[src/rtl/adc_fmt_pkg.sv]
package adc_fmt_pkg;
  typedef enum logic [1:0] {
    FMT_TRUNC = 2'b00,
    FMT_RIGHT = 2'b01,
    FMT_LEFT  = 2'b10,
    FMT_LSIGN = 2'b11
  } fmt_mode_e;
endpackage

[src/rtl/adc_rst_sync.sv]
module adc_rst_sync #(
  parameter int STAGES = 2
) (
  input  logic clk,
  input  logic arst_n,
  output logic srst_n
);
  logic [STAGES-1:0] sync_q;

  always_ff @(posedge clk or negedge arst_n) begin
    if (!arst_n) sync_q <= '0;
    else         sync_q <= {sync_q[STAGES-2:0], 1'b1};
  end

  assign srst_n = sync_q[STAGES-1];
endmodule

[src/rtl/adc_result_format.sv]
module adc_result_format
  import adc_fmt_pkg::*;
#(
  parameter int RES_W  = 10,
  parameter int BYTE_W = 8
) (
  input  logic [RES_W-1:0]  sample,
  input  fmt_mode_e         fmt,
  output logic [BYTE_W-1:0] hi_byte,
  output logic [BYTE_W-1:0] lo_byte
);
  localparam int PAIR_W = 2 * BYTE_W;
  localparam int LSHIFT = PAIR_W - RES_W;
  localparam int TDROP  = RES_W - BYTE_W;

  logic [PAIR_W-1:0] right_w, left_w, sign_w, trunc_w, pick_w;

  always_comb begin
    right_w = PAIR_W'(sample);
    left_w  = right_w << LSHIFT;
    sign_w  = left_w ^ {1'b1, {(PAIR_W-1){1'b0}}};
    trunc_w = PAIR_W'(sample >> TDROP);
    case (fmt)
      FMT_TRUNC: pick_w = trunc_w;
      FMT_RIGHT: pick_w = right_w;
      FMT_LEFT:  pick_w = left_w;
      FMT_LSIGN: pick_w = sign_w;
      default:   pick_w = right_w;
    endcase
  end

  assign hi_byte = pick_w[PAIR_W-1:BYTE_W];
  assign lo_byte = pick_w[BYTE_W-1:0];
endmodule

[src/rtl/adc_read_lock.sv]
module adc_read_lock (
  input  logic clk,
  input  logic rst_n,
  input  logic conv_done,
  input  logic rd_hi,
  input  logic rd_lo,
  output logic accept,
  output logic lock_q,
  output logic overrun_q
);
  logic lock_d, lock_en;
  logic ovr_d, ovr_en;

  always_comb begin
    accept  = conv_done & ~lock_q & ~rd_hi;
    lock_en = rd_hi | rd_lo;
    lock_d  = rd_hi;
    ovr_en  = conv_done & ~accept;
    ovr_d   = 1'b1;
  end

  always_ff @(posedge clk or negedge rst_n) begin
    if (!rst_n) begin
      lock_q    <= 1'b0;
      overrun_q <= 1'b0;
    end else begin
      if (lock_en) lock_q    <= lock_d;
      if (ovr_en)  overrun_q <= ovr_d;
    end
  end
endmodule

[src/rtl/adc_result_pair.sv]
module adc_result_pair
  import adc_fmt_pkg::*;
#(
  parameter int                RES_W       = 10,
  parameter int                BYTE_W      = 8,
  parameter int                ADDR_W      = 8,
  parameter logic [ADDR_W-1:0] HI_ADDR     = 'h59,
  parameter logic [ADDR_W-1:0] LO_ADDR     = 'h5A,
  parameter int                SYNC_STAGES = 2
) (
  input  logic              clk,
  input  logic              rst_n,
  input  logic              conv_done,
  input  logic [RES_W-1:0]  conv_value,
  input  logic [1:0]        mode,
  input  logic              rd_en,
  input  logic [ADDR_W-1:0] rd_addr,
  output logic [BYTE_W-1:0] rd_data,
  output logic              overrun
);
  logic              rst_ns;
  logic              rd_hi, rd_lo, accept, lock_q;
  logic [BYTE_W-1:0] fmt_hi, fmt_lo;
  logic [BYTE_W-1:0] hi_q, lo_q, hi_d, lo_d;

  adc_rst_sync #(.STAGES(SYNC_STAGES)) u_rst (
    .clk(clk), .arst_n(rst_n), .srst_n(rst_ns)
  );

  assign rd_hi = rd_en && (rd_addr == HI_ADDR);
  assign rd_lo = rd_en && (rd_addr == LO_ADDR);

  adc_result_format #(.RES_W(RES_W), .BYTE_W(BYTE_W)) u_fmt (
    .sample(conv_value), .fmt(fmt_mode_e'(mode)),
    .hi_byte(fmt_hi), .lo_byte(fmt_lo)
  );

  adc_read_lock u_lock (
    .clk(clk), .rst_n(rst_ns), .conv_done(conv_done),
    .rd_hi(rd_hi), .rd_lo(rd_lo), .accept(accept),
    .lock_q(lock_q), .overrun_q(overrun)
  );

  always_comb begin
    hi_d = fmt_hi;
    lo_d = fmt_lo;
  end

  always_ff @(posedge clk or negedge rst_ns) begin
    if (!rst_ns) begin
      hi_q <= '0;
      lo_q <= '0;
    end else if (accept) begin
      hi_q <= hi_d;
      lo_q <= lo_d;
    end
  end

  always_comb begin
    if (rd_hi)      rd_data = hi_q;
    else if (rd_lo) rd_data = lo_q;
    else            rd_data = '0;
  end
endmodule

[config.mk]
export PLATFORM = sky130hd
export DESIGN_NAME = adc_result_pair
export DESIGN_NICKNAME = d
export VERILOG_FILES = /design/src/rtl/adc_fmt_pkg.sv /design/src/rtl/adc_rst_sync.sv /design/src/rtl/adc_result_format.sv /design/src/rtl/adc_read_lock.sv /design/src/rtl/adc_result_pair.sv
export SDC_FILE = /design/constraint.sdc
export NUM_CORES = 1
export LEC_CHECK = 0
export ABC_CLOCK_PERIOD_IN_PS = 1500
export BUFFER_PORTS_ARGS = -buffer_cell sky130_fd_sc_hd__clkbuf_2
export CAP_MARGIN = 5
export CORE_ASPECT_RATIO = 1.25
export CORE_UTILIZATION = 40
export CTS_BUF_LIST = sky130_fd_sc_hd__clkbuf_4 sky130_fd_sc_hd__clkbuf_8
export DETAILED_ROUTE_END_ITERATION = 12
export SLEW_MARGIN = 10
export SYNTH_ARGS = -nofsm -noshare
export SYNTH_HDL_FRONTEND = slang
export SYNTH_SLANG_ARGS = --single-unit
[constraint.sdc]
create_clock -name clk -period 1.5 [get_ports clk]
set_input_delay 0.15 -clock clk [delete_from_list [all_inputs] [get_ports clk]]
set_output_delay 0.15 -clock clk [all_outputs]
set_load 0.02 [all_outputs]
; Word level (Yosys, flattened, before mapping)
; Index checks and enable logic that the tools add are counted.
[totals]
register_bits = 20
latch_bits = 0
ram_bits = 0
mem_bits_ro = 0
output_inout_bits = 9
n_memories = 0
[classes]
add_sub_neg = 0
n_mul = 0
n_div = 0
order_cmp = 0
n_eq_ne = 5
shifts = 0
n_mux = 3
n_bitwise = 8
n_reduce_logical = 3
[op_table]
columns = op, n
row1 = 16-bit one-hot mux with 4 select lines, 1
row2 = "8-bit by 7-bit equality test with 1-bit output, second input constant", 2
row3 = 8-bit 2-to-1 mux, 2
row4 = "2-bit equality test, second input constant", 2
row5 = 1-bit NOT, 4
row6 = 1-bit AND, 3
row7 = "2-bit by 1-bit equality test with 1-bit output, second input constant", 1
row8 = 1-bit logical AND, 2
row9 = 2-bit zero test, 1
row10 = 1-bit OR, 1

; Depth between registers and ports, before layout
; Gate-level depths: netlist of run 1.
[depth]
word_depth = 6
depth_mapped = 4

; Modules after synthesis
; From an unflattened synthesis of run 1, not the netlist that was laid out.
[unflattened]
cells_unflattened = 107
area_unflattened_um2 = 1222.4
[by_module_without_submodules]
columns = module, instances, cells_each, area_per_inst_um2
row1 = adc_result_pair, 1, 66, 855.8
row2 = adc_result_format, 1, 31, 227.7
row3 = adc_read_lock, 1, 7, 85.1
row4 = adc_rst_sync, 1, 3, 53.8

; Worst setup path before layout of run 1
; Ideal clock, no wire load.
[synth_path]
path_type = reg-to-reg
start = register u_lock.lock_q
end = register hi_q[0]
setup_ns = 0.125
t_arrival_ns = 1.257
required_ns = 1.375
slack_ns = 0.118
path_stages_with_launch = 4
synth_period_minus_slack_ns = 1.382
cell_sequence = dfrtp_1 > a311oi_4 > buf_8 > mux2_4
[synth_between]
elab_chain_len = 3
[synth_lines]
columns = item, line_no
row1 = start: declaration, adc_read_lock.sv:8  ; output logic lock_q,
row2 = start signal: assignment, adc_read_lock.sv:27  ; if (lock_en) lock_q <= lock_d;
row3 = 1-bit NOT, adc_read_lock.sv:15  ; accept = conv_done & ~lock_q & ~rd_hi;
row4 = 1-bit AND (2 in a row), adc_read_lock.sv:15
row5 = end signal: assignment, adc_result_pair.sv:54  ; hi_q <= hi_d;
row6 = end: declaration, adc_result_pair.sv:24  ; logic [BYTE_W-1:0] hi_q, lo_q, hi_d, lo_d;
; No other way between the ends.
; A chain may end at the register's enable or synchronous reset.

; Worst setup path in the final report of run 1
[layout_path]
start = input rd_addr[2]
end = output rd_data[4]
[layout_between]
elab_chain_len = 4
[layout_lines]
columns = item, line_no
row1 = start: declaration, adc_result_pair.sv:17  ; input logic [ADDR_W-1:0] rd_addr,
row2 = 8-bit by 7-bit equality test with 1-bit output, adc_result_pair.sv:31  ; assign rd_lo = rd_en && (rd_addr == LO_ADDR);
row3 = 1-bit logical AND, adc_result_pair.sv:31
row4 = 8-bit 2-to-1 mux, adc_result_pair.sv:61  ; else if (rd_lo) rd_data = lo_q;
row5 = 8-bit 2-to-1 mux (*), adc_result_pair.sv:60  ; if (rd_hi) rd_data = hi_q;
row6 = end: declaration, adc_result_pair.sv:18  ; output logic [BYTE_W-1:0] rd_data,
; Every way passes the cells marked *; elsewhere a longest branch is shown, timed or not.

==> results of run 1 <==
layout make-up:
class,count,share of cell area [%]
Multi-Input combinational cell,63,40.9
Sequential cell,20,36.8
Timing Repair Buffer,35,14.5
Tap cell,34,3.13
Clock buffer,4,2.67
Inverter,7,1.93
logic make-up (layout without fill, tap and decap cells):
kind of cell | Yosys count | after routing | share of synthesized area, %
mux | 24 | 24 | 24.1
compound gates | 15 | 15 | 12.4
xor+xnor | 1 | 1 | 0.789
simple gates | 21 | 22 | 11.5
other cells | 1 | 1 | 0.338
flops | 20 | 20 | 45.1
buf+inv | 13 | 46 | 5.75
worst max-delay path, delay by kind of cell:
kind | cells | cell delay (ps)
compound gates | 1 | 180
buf+inv | 2 | 260
simple gates | 2 | 640
layer usage:
layer / share of wire (%) / GRT usage [%] / wire, microns
met1: 47 / 20.5 / 1070
met3: 4.7 / 2.26 / 107
met2: 47 / 29.0 / 1080
met5: 0 / 0 / 0
met4: 1.3 / 8.82 / 29
sequential cells by signal, summed over array words and instances, names as in the netlist:
register / cells
u_lock.overrun_q: 1
u_lock.lock_q: 1
lo_q: 8
hi_q: 8
u_rst.sync_q: 2
Yosys cell counts:
cell type and count:
xor2_1 1, mux2_2 6, inv_1 7, buf_2 3, nor2b_1 1, nand2_1 8, and4b_2 1, o21ai_0 2
mux2_4 4, nor2_1 7, conb_1 1, a311oi_4 1, buf_8 1, a31oi_1 1, a22o_1 10, and3_2 1
mux2i_1 14, and4b_4 1, nor3b_4 1, dfrtp_1 20, o21bai_1 1, clkbuf_1 2, nor2b_4 1
path summary, 6_finish.rpt:
| path | end | cells after the start | slack (ps) |
|---|---|---|---|
| max | rd_data[4] | 5 | 110 |
| min | hi_q[6] | 3 | 110 |
| max reg2reg | lo_q[2] | 3 | 160 |
| min reg2reg | lo_q[3] | 1 | 200 |
| max in group asynchronous | u_lock.lock_q | 1 | 1110 |
| min in group asynchronous | u_rst.sync_q[0] | 2 | 150 |
timing repair:
item,in CTS,in global routing
hold buffers,1,0
endpoints found under the setup margin,0,1
setup buffers,0,0
endpoints found under the hold margin,2,0
resized for setup,0,0
where the power goes:
part | switching [mW] | total, mW | leakage [nW] | internal [mW]
Clock | 0.167 | 0.315 | 0.0210 | 0.148
Sequential | 0.0329 | 0.634 | 0.251 | 0.601
Combinational | 0.116 | 0.244 | 0.440 | 0.128
==> reports/metrics.yaml, run 1 <==
yosysWarnings: 0
antenna_cells: 0
status: "finished, final reports clean"
setup_viol: 0
synth_seq_cells: 20
initialDrtViolationCount: 5
dieWidth_microns: 49.1
via_per_inst: 5.21
synthesis.nets: 119
netlist_instances: 95
hold_path_class: "in2reg"
grt_setup_unrepaired: "false"
yosysTopAreaCell: "dfrtp_1"
required_ps: 1350
holdWs_ps: 106
placedCellCount: 157
fillCellCount: 259
cts_buffers: 3
clock_path_buffers: 2
coreArea_sq_um: 2650
die-area_sq_um: 2990
setup_tns_ps: 0
path_clk_slew_ps: 120
grt_pass1_vias: 847
grt_pass1_wl_microns: 3720
ir_drop_v: 0.000490
netlist_area_sq_um: 1110
min_period_ps: 1390
path_max_fanout: 8
drt_first_pass_iters: 2
crit_slowest_cell: "and3_2"
final_nets: 154
ctsRootBufferMaster: "clkbuf_4"
crit_start: "rd_addr[2]"
final_common_cell: "clkbuf_2"
dp_slack_ps: 57.5
hp-start: "conv_value[8]"
yosysSeqAreaShare_pct: 45.1
leakagePower_nw: 0.712
setup_ws_ps: 113
max_stage_delay_ps: 350
instances_no_fill: 163
finalInstanceArea_sq_um: 1360
start_util_pct: 41.8
cp.arrival_ps: 1240
syn_area_per_cell_sq_um: 11.7
maxSlewViolCount: 0
antenna_found_initial: 0
gp_congestion: 0.693
htree_levels: 1
start_kind: "input port"
r2r-start: "u_lock.lock_q"
drive_above_1_share_pct: 41.9
placed_cell_area_sq_um: 1300
grt.overflow.total: 0
ff_latch_area_sq_um: 500
portBuffers: 32
io_pins: 33
drt-total-wl_microns: 2290
clk_latency_ps: 300
vias: 850
skew_ps: 4.42
core.rowCount: 21
cap_violations: 0
ys_top_cells_by_area: "dfrtp_1 (45%), mux2i_1 (13%), a22o_1 (7.9%)"
routedWlPerCell_microns: 14.0
period_share_pct: 92.5
grt.total_usage_pct: 16.7
area_growth_pct: 22.4
path_class: "in2out"
worstPathCellList: "clkbuf_2 > nor3b_4 > and3_2 > a22o_1 > clkbuf_2"
place.detailed.hpwl_microns: 1680
fmax_mhz: 721
synth_top_area_share_pct: 45.1
most-common-layout-cells: "clkbuf_2 (32), dfrtp_1 (20), mux2i_1 (14)"
die_height_microns: 60.9
grt_max_degree: 20
cts_tree: "yes"
postRouteAntennaNets: 0
synth_cell_type_count: 23
fin_util_pct: 51.2
critPathMostFrequentCell: "clkbuf_2"
end_kind: "primary output"
drc: 0
multi_input_area_sq_um: 556
clock_sinks: 20
power.density_nw_per_um2: 878
power_mw: 1.19
hold_viol: 0
Note: power is estimated with default switching activity, not from simulation.
==> run 2, diff against run 1 <==
CORE_UTILIZATION = 53   (was 40)
PLACE_DENSITY = 0.82   (was unset)
==> run 2 against run 1 <==
Against the previous run:
- critical path depth is the same
- sequential power is essentially flat
- non-clock buffer count is the same
- clock skew shrank 3.7 ps
- first-iteration DRC count shrank 20%
- combinational power is essentially flat
- sequential cell count is the same
==> reports/metrics.yaml, run 2 (same netlist as run 1, synthesis figures left out) <==
status: "finished, final reports clean"
clock_sinks: 20
r2r_cells: 3
grt_setup_unrepaired: "false"
path_class: "in2out"
clock_path_buffers: 2
skew_ps: 0.722
required_ps: 1350
grt.total_usage_pct: 20.8
power.density_nw_per_um2: 877
combPwrFrac_pct: 20.5
initialDrtViolationCount: 4
drc: 0
drt_first_pass_iters: 4
start_util_pct: 56.0
die-area_sq_um: 2280
area_growth_pct: 20.9
postRouteAntennaNets: 0
via_per_inst: 5.55
setup_tns_ps: 0
worstPathCellList: "clkbuf_2 > nor3b_4 > and4b_1 > a22o_1 > clkbuf_2"
crit_slowest_cell: "and4b_1"
htree_levels: 1
start_kind: "input port"
final_common_cell: "clkbuf_2"
setup_ws_ps: 92.5
max_stage_delay_ps: 380
ir_drop_v: 0.000831
antenna_found_initial: 0
fmax_mhz: 710
dp_slack_ps: 80.1
grt_pass1_wl_microns: 3490
coreArea_sq_um: 1980
die_height_microns: 53.2
antenna_cells: 0
io_pins: 33
p_int_uw: 877
most-common-layout-cells: "clkbuf_2 (32), dfrtp_1 (20), mux2i_1 (14)"
drt-total-wl_microns: 2070
cts_tree: "yes"
grt_pass1_vias: 801
core.rowCount: 18
leakagePower_nw: 0.712
vias: 827
cts_resized: 0
gp_congestion: 0.710
clk_latency_ps: 290
path_max_fanout: 5
postCtsSetupBuffers: 0
grt.overflow.total: 0
min_period_ps: 1410
top_regs: "hi_q: 8 flops, lo_q: 8 flops, u_rst.sync_q: 2 flops"
period_share_pct: 93.8
power.switching_uw: 300
cap_violations: 0
hold_path_class: "in2reg"
ctsRootBufferMaster: "clkbuf_4"
seq_power_share_pct: 53.9
clock_power_share_pct: 25.7
path_clk_slew_ps: 110
placed_cell_area_sq_um: 1280
fillCellCount: 166
cts_buffers: 3
whs_path_depth: 3
portBuffers: 32
critPathMostFrequentCell: "clkbuf_2"
routedWlPerCell_microns: 13.9
end_kind: "primary output"
p_sw_share_pct: 25.5
setup_viol: 0
finalInstanceArea_sq_um: 1340
dieWidth_microns: 42.9
hold_viol: 0
power_mw: 1.18
cp.arrival_ps: 1260
final_nets: 154
place.detailed.hpwl_microns: 1540
maxSlewViolCount: 0
grt_max_degree: 20
drive_above_1_share_pct: 41.9
run 2: power by group through the flow:
stage	logic (mW)	registers [mW]	clock network [mW]
global route	0.269	0.642	0.335
detailed placement	0.241	0.646	0
finish	0.241	0.634	0.302
global placement	0.233	0.642	0
floorplan	0.148	0.656	0
CTS	0.243	0.635	0.313
run 2: per-stage QoR:
step | cells | util [%] | hold WS [ps]
floorplan | 95 | - | -146
global placement | 143 | 64.8 | -63.6
detailed placement | 143 | 64.8 | -60.3
CTS | 148 | 67.2 | 99.4
global route | 149 | 67.7 | 107
finish | 149 | 67.7 | 107
run 2: per-layer routing:
metal	vias to the layer above	track usage [%]	wire [microns]
met5	-	0	0
met4	0	7.58	10
met3	2	3.41	89
met2	23	35.9	1070
met1	396	26.2	903
li1	406	-	-
run 2: final timing paths:
kind | start | to | slack (ps)
setup / recovery | rd_addr[2] | rd_data[5] | 90
hold / removal | conv_value[8] | hi_q[6] | 110
setup reg to reg | u_lock.lock_q | lo_q[5] | 160
hold reg to reg | u_rst.sync_q[1] | hi_q[2] | 200
max in group asynchronous | u_rst.sync_q[1] | hi_q[7] | 1110
min in group asynchronous | rst_n | u_rst.sync_q[0] | 160
run 2: critical path, delay by kind of cell:
family	cells	cell delay [ps]
AND/OR/NAND/NOR	2	680
buffers and inverters	2	260
AO/OA/AOI/OAI	1	170
run 2: layout make-up:
class,count,area (sq um),share of cell area [%]
multi-input combinational,63,556,41.4
sequential,20,500,37.3
timing repair buffer,35,198,14.7
clock buffer,4,36.3,2.71
inverter,7,26.3,1.96
tap,20,25.0,1.87
run 2: repair_timing:
| action | CTS | global route |
|---|---|---|
| endpoints found under the setup margin | 0 | 1 |
| hold endpoints to repair | 2 | 0 |
| hold buffers | 1 | 0 |
